--- src/rtl/pair_pkg.sv ---
package pair_pkg;
  // Strobes from the pairing control into the datapath's issue register.
  typedef struct packed {
    logic issueU;
    logic issueV;
  } issue_strobe_t;
endpackage

--- src/rtl/pair_hazard_dp.sv ---
module pair_hazard_dp
  import pair_pkg::*;
#(
  parameter int REG_W   = 3,
  parameter int NUM_SRC = 2
) (
  input  logic                     clk,
  input  logic                     rstN,
  input  logic [REG_W-1:0]         i1Dst,
  input  logic [REG_W-1:0]         i2Dst,
  input  logic [NUM_SRC*REG_W-1:0] i2Srcs,
  input  issue_strobe_t            strobe,
  output logic                     rawHaz,
  output logic                     wawHaz,
  output logic                     uIssue,
  output logic                     vIssue,
  output logic [1:0]               consumed
);
  logic [NUM_SRC-1:0] srcHit;

  // One comparator per source operand of the younger instruction.
  for (genvar s = 0; s < NUM_SRC; s++) begin : g_src
    assign srcHit[s] = (i2Srcs[s*REG_W +: REG_W] == i1Dst);
  end

  assign rawHaz = |srcHit;
  assign wawHaz = (i1Dst == i2Dst);

  always_ff @(posedge clk or negedge rstN) begin
    if (!rstN) begin
      uIssue   <= 1'b0;
      vIssue   <= 1'b0;
      consumed <= 2'd0;
    end else begin
      uIssue   <= strobe.issueU;
      vIssue   <= strobe.issueV;
      consumed <= {1'b0, strobe.issueU} + {1'b0, strobe.issueV};
    end
  end
endmodule

--- src/rtl/pair_ctrl.sv ---
module pair_ctrl
  import pair_pkg::*;
#(
  parameter bit ALLOW_CC_PAIR = 1'b1
) (
  input  logic          stall,
  input  logic          i1Valid,
  input  logic          i1Simple,
  input  logic          i1Jump,
  input  logic          i1SetsCc,
  input  logic          i2Valid,
  input  logic          i2Simple,
  input  logic          i2UOnly,
  input  logic          i2CondJump,
  input  logic          rawHaz,
  input  logic          wawHaz,
  output issue_strobe_t strobe
);
  logic ccDep;
  logic ccBlock;
  logic bothSimple;
  logic pairOk;

  assign ccDep      = i1SetsCc & i2CondJump;
  assign ccBlock    = ccDep & ~ALLOW_CC_PAIR;
  assign bothSimple = i1Simple & i2Simple;

  always_comb begin
    pairOk = i1Valid & i2Valid & bothSimple;
    if (i2UOnly || i1Jump)  pairOk = 1'b0;
    if (rawHaz || wawHaz)   pairOk = 1'b0;
    if (ccBlock)            pairOk = 1'b0;
    strobe.issueU = i1Valid & ~stall;
    strobe.issueV = pairOk & ~stall;
  end
endmodule

--- src/rtl/dual_issue_pair_check.sv ---
module dual_issue_pair_check
  import pair_pkg::*;
#(
  parameter int REG_W         = 3,
  parameter int NUM_SRC       = 2,
  parameter bit ALLOW_CC_PAIR = 1'b1
) (
  input  logic                     clk,
  input  logic                     rstN,
  input  logic                     stall,
  input  logic                     i1Valid,
  input  logic                     i1Simple,
  input  logic                     i1Jump,
  input  logic                     i1SetsCc,
  input  logic [REG_W-1:0]         i1Dst,
  input  logic                     i2Valid,
  input  logic                     i2Simple,
  input  logic                     i2UOnly,
  input  logic                     i2CondJump,
  input  logic [REG_W-1:0]         i2Dst,
  input  logic [NUM_SRC*REG_W-1:0] i2Srcs,
  output logic                     uIssue,
  output logic                     vIssue,
  output logic [1:0]               consumed
);
  issue_strobe_t strobe;
  logic          rawHaz;
  logic          wawHaz;

  pair_ctrl #(.ALLOW_CC_PAIR(ALLOW_CC_PAIR)) u_ctrl (
    .stall(stall), .i1Valid(i1Valid), .i1Simple(i1Simple), .i1Jump(i1Jump),
    .i1SetsCc(i1SetsCc), .i2Valid(i2Valid), .i2Simple(i2Simple),
    .i2UOnly(i2UOnly), .i2CondJump(i2CondJump), .rawHaz(rawHaz),
    .wawHaz(wawHaz), .strobe(strobe)
  );

  pair_hazard_dp #(.REG_W(REG_W), .NUM_SRC(NUM_SRC)) u_dp (
    .clk(clk), .rstN(rstN), .i1Dst(i1Dst), .i2Dst(i2Dst), .i2Srcs(i2Srcs),
    .strobe(strobe), .rawHaz(rawHaz), .wawHaz(wawHaz),
    .uIssue(uIssue), .vIssue(vIssue), .consumed(consumed)
  );
endmodule

--- config.mk ---
export PLATFORM = sky130hd
export DESIGN_NAME = dual_issue_pair_check
export DESIGN_NICKNAME = d
export VERILOG_FILES = /design/src/rtl/pair_pkg.sv /design/src/rtl/pair_hazard_dp.sv /design/src/rtl/pair_ctrl.sv /design/src/rtl/dual_issue_pair_check.sv
export SDC_FILE = /design/constraint.sdc
export NUM_CORES = 1
export LEC_CHECK = 0
export BUFFER_PORTS_ARGS = -buffer_cell sky130_fd_sc_hd__clkbuf_2
export CAP_MARGIN = 5
export CORE_AREA = 2 2 39 41
export DETAILED_ROUTE_END_ITERATION = 8
export DIE_AREA = 0 0 41 43
export SLEW_MARGIN = 10
export SYNTH_ARGS = -nofsm -noshare
export SYNTH_HDL_FRONTEND = slang
export SYNTH_SLANG_ARGS = --single-unit
export TNS_END_PERCENT = 50
--- constraint.sdc ---
create_clock -name clk -period 0.85 [get_ports clk]
set_clock_uncertainty 0.2 [all_clocks]
set_input_delay 0.17 -clock clk [delete_from_list [all_inputs] [get_ports clk]]
set_output_delay 0.17 -clock clk [all_outputs]
set_load 0.005 [all_outputs]
After elaboration in Yosys (flattened, before gate mapping)
Cells that the tools add are included.
{"block": "totals", "ff_bits": 4, "input_bits": 23, "output_inout_bits": 4, "wordCells": 18}
{"block": "op_classes", "addsub": 1, "n_eq_ne": 3, "n_mux": 2, "bitwise_logic": 6, "n_reduce_logical": 3}
{"op": "3-bit equality test", "count": 3}
{"op": "1-bit bitwise AND", "count": 5}
{"op": "1-bit by 1-bit adder with 2-bit output", "count": 1}
{"op": "1-bit logical OR", "count": 2}
{"op": "1-bit 2-to-1 mux", "count": 2}
{"op": "2-bit OR reduction", "count": 1}
{"op": "1-bit NOT", "count": 1}

Longest topological paths before layout
{"block": "logic_depth", "ltp_word": 6, "ltp_mapped": 5, "ltp_nobuf": 5}

By module
A second synthesis with hierarchy kept.
{"block": "hier_totals", "hier_cells": 21, "hier_area_um2": 245.2}
{"mod": "pair_hazard_dp", "instances": 1, "cells_each": 17, "area_per_inst_um2": 214.0, "seq_area_each_um2": 100.1}
{"mod": "pair_ctrl", "instances": 1, "cells_each": 4, "area_per_inst_um2": 31.3, "seq_area_each_um2": 0.0}

Worst setup path before layout
Ideal clock, no wire load.
{"block": "synth_path", "path_kind": "input-to-reg", "startpoint": "input stall", "endpoint": "register u_dp.consumed[0]", "setup_time_ps": 126, "arrival_time_ps": 942, "t_required_ps": 524, "path_slack_ps": -418, "path_stages": 4, "path_buffers": 0, "cell_sequence": "and2b_2 -> nand4_1 -> a311oi_2 -> ha_1"}
{"item": "start, declared", "line_no": "dual_issue_pair_check.sv:10", "text": "input logic stall,"}
{"item": "end signal, assigned", "line_no": "pair_hazard_dp.sv:37", "text": "consumed <= {1'b0, strobe.issueU} + {1'b0, strobe.issueV};"}
{"item": "end, declared", "line_no": "pair_hazard_dp.sv:17", "text": "output logic [1:0] consumed"}

==> qor.yml <==
layout:
  utilization_pct: 35.08
  fin_nets: 78
  most-common-layout-cells: "clkbuf_2, xnor2_1, dfrtp_1"
  antenna_cells: 0
  drive_above_1_share_pct: 69.23
  layout_commonest_cell: "clkbuf_2"
  fillers: 138
  area_delta_synth_final_pct: 93.04
logic_synthesis:
  yosys_warnings: 0
  syn_area_um2: 251.5
  synthDominantCellAreaShare_pct: 39.80
  syn_area_per_cell_um2: 11.98
  syn-instance-count: 21
  ys_top_cells_by_area: "dfrtp_1, xnor2_1, xor2_1, nor3_4, a311oi_2"
  ys_seq_area_share_pct: 39.80
  synthesis.nets: 45
  synth.ff_latch_count: 4
  synth_top_cell_by_area: "dfrtp_1"
  yosysUniqueCellTypes: 11
clock_network:
  cts_tree: "built"
  cts.clk_slew.worst_paths_ns: 0.04
  cts_buffer_depth: 2
  cts_sinks: 4
  h-tree-depth: 1
  cts_made_buffers: 3
  clockRootBuffer: "clkbuf_4"
placement:
  io_buffers: 24
  gp_congestion: 0.6634
  place_ws_ns: -0.6205
worst_setup_path:
  start_kind: "primary input"
  crit_chain: "clkbuf_8 -> xnor2_1 -> nand3_1 -> nand4_1 -> a311oi_2 -> ha_1"
  end_kind: "register"
  worstSetupPathType: "in2reg"
  critPathMaxFanout: 3
  cpPeakStageDelay_ns: 0.27
  worstPathRequired_ns: 0.76
  slowest_stage: "ha_1"
  worstPathArrival_ns: 1.09
sta:
  slew_headroom_pct: 83.83
  hold_viol: 0
  setup_violations: 7
  worst_slew_pin_slew_ns: 0.2425
  fmax_ghz: 0.8457
  fin_hold_ws_ns: 0.07996
  fin_setup_tns_ns: -1.493
  layout_worst_path_cycle_share_pct: 139.1
  min_period_ns: 1.182
  drv_slew: 0
  rsz0062_at_grt: "yes"
  setup_ws_ns: -0.3324
global_route:
  grt_use_total_pct: 8.124
  globalRouteOverflowTotal: 0
  grt_antenna_before_repair: 0
  grt_pass1_vias: 259
  grt_max_degree: 5
  grt_pass1_wl_um: 890
pwr:
  ir_worst_vdd_v: 0.0002257
  leakage_nw: 0.2589
  p_per_area_nw_per_um2: 1194
floorplanning:
  dieWidth_um: 41
  row_count: 14
  die_h_um: 43
  core_um2: 1384
  initial_core_util_pct: 18.17
  dieArea_um2: 1763
  io_pins: 27
routing:
  drcViolationCount: 0
  post_drt_wl_per_cell_um: 8.471
  ant_nets: 0
  drtIter0Drc: 0
  via_per_inst: 3.941
  wl_um: 576
  first_pass_iters: 1
  via_count: 268
job:
  max_cap_violations: 0
hold_path:
  worst_hold_path_type: "in2async"
run_status:
  status: "finished with violations"
  violations: "negative setup slack"
-- cell families (layout without fill, tap and decap cells) --
group / Yosys count / in the layout / synth area share, %
buffers and inverters: 0 / 31 / 0
AOI/OAI and AO/OA: 1 / 1 / 5.968
xor gates and xnor gates: 9 / 9 / 31.35
DFF: 4 / 4 / 39.80
and+or+nand+nor: 6 / 6 / 17.91
adders and majority gates: 1 / 1 / 4.974
-- stage by stage --
step | instances | cell area [um^2] | total power [W]
2_1_floorplan | 21 | 251.5 | 0.0002515
3_3_place_gp | 63 | 406.6 | 0.0003291
3_5_place_dp | 63 | 406.6 | 0.0003304
4_1_cts | 68 | 471.7 | 0.0005853
5_1_grt | 68 | 485.5 | 0.0006232
6_report | 68 | 485.5 | 0.0005797
-- metal layers --
metal,vias to the layer above,track usage [%],part of all wire (%)
li1,134,-,-
met1,120,5.769,26
met2,12,14.06,62
met3,2,1.571,8.5
met4,0,10.00,3.0
met5,-,0,0
-- final cells by class --
class	instances	area, um^2	share of cell area (%)
clock buffer	3	22.52	4.639
sequential	4	100.1	20.62
multi-input combinational	17	171.4	35.31
tap	16	20.02	4.124
timing repair buffer	28	171.4	35.31
-- power breakdown --
part	internal [W]	switching, W
logic	0.0000919	0.0000600
registers	0.000197	0.00000118
clock network	0.000158	0.0000721
-- state kept, by name, indices dropped and copies added, names as in the netlist --
register / cells
u_dp.uIssue: 1
u_dp.vIssue: 1
u_dp.consumed: 2
-- how the worst max path moves through the flow --
stage,startpoint,endpoint,slack [ns],cells past startpoint
finish,i1Dst[0],u_dp.consumed[0],-0.33,6
global route,i1Dst[1],u_dp.consumed[0],-0.39,6
CTS,i1Dst[2],u_dp.consumed[0],-0.35,6
detailed placement,i1Dst[2],u_dp.consumed[0],-0.62,6
global placement,i1Dst[0],u_dp.consumed[0],-0.60,6
floorplan,stall,u_dp.consumed[0],-0.42,4
-- Yosys cell counts --
master and n:
ha_1 1, nand4_1 1, a311oi_2 1, dfrtp_1 4, nor3_4 1, nand3_1 1
xnor2_1 6, and2b_2 1, xor2_1 3, nor3_1 1, nand2_1 1
-- timing repair --
action                                  4_1_cts  5_1_grt
pin swaps                                     0        0
resized for setup                             3        3
setup buffers                                 1        0
endpoints found under the setup margin        7        7
endpoints found under the hold margin         4        0
hold buffers                                  1        0
gates cloned                                  0        0
-- critical path: cells and delay by family --
| family | cells | cell delay (ns) |
|---|---|---|
| buffers and inverters | 1 | 0.12 |
| XOR/XNOR | 1 | 0.12 |
| adder cells (fa/ha/maj) | 1 | 0.27 |
| AO/OA/AOI/OAI | 1 | 0.24 |
| AND/OR/NAND/NOR | 2 | 0.18 |
(Power assumes the default switching activity.)
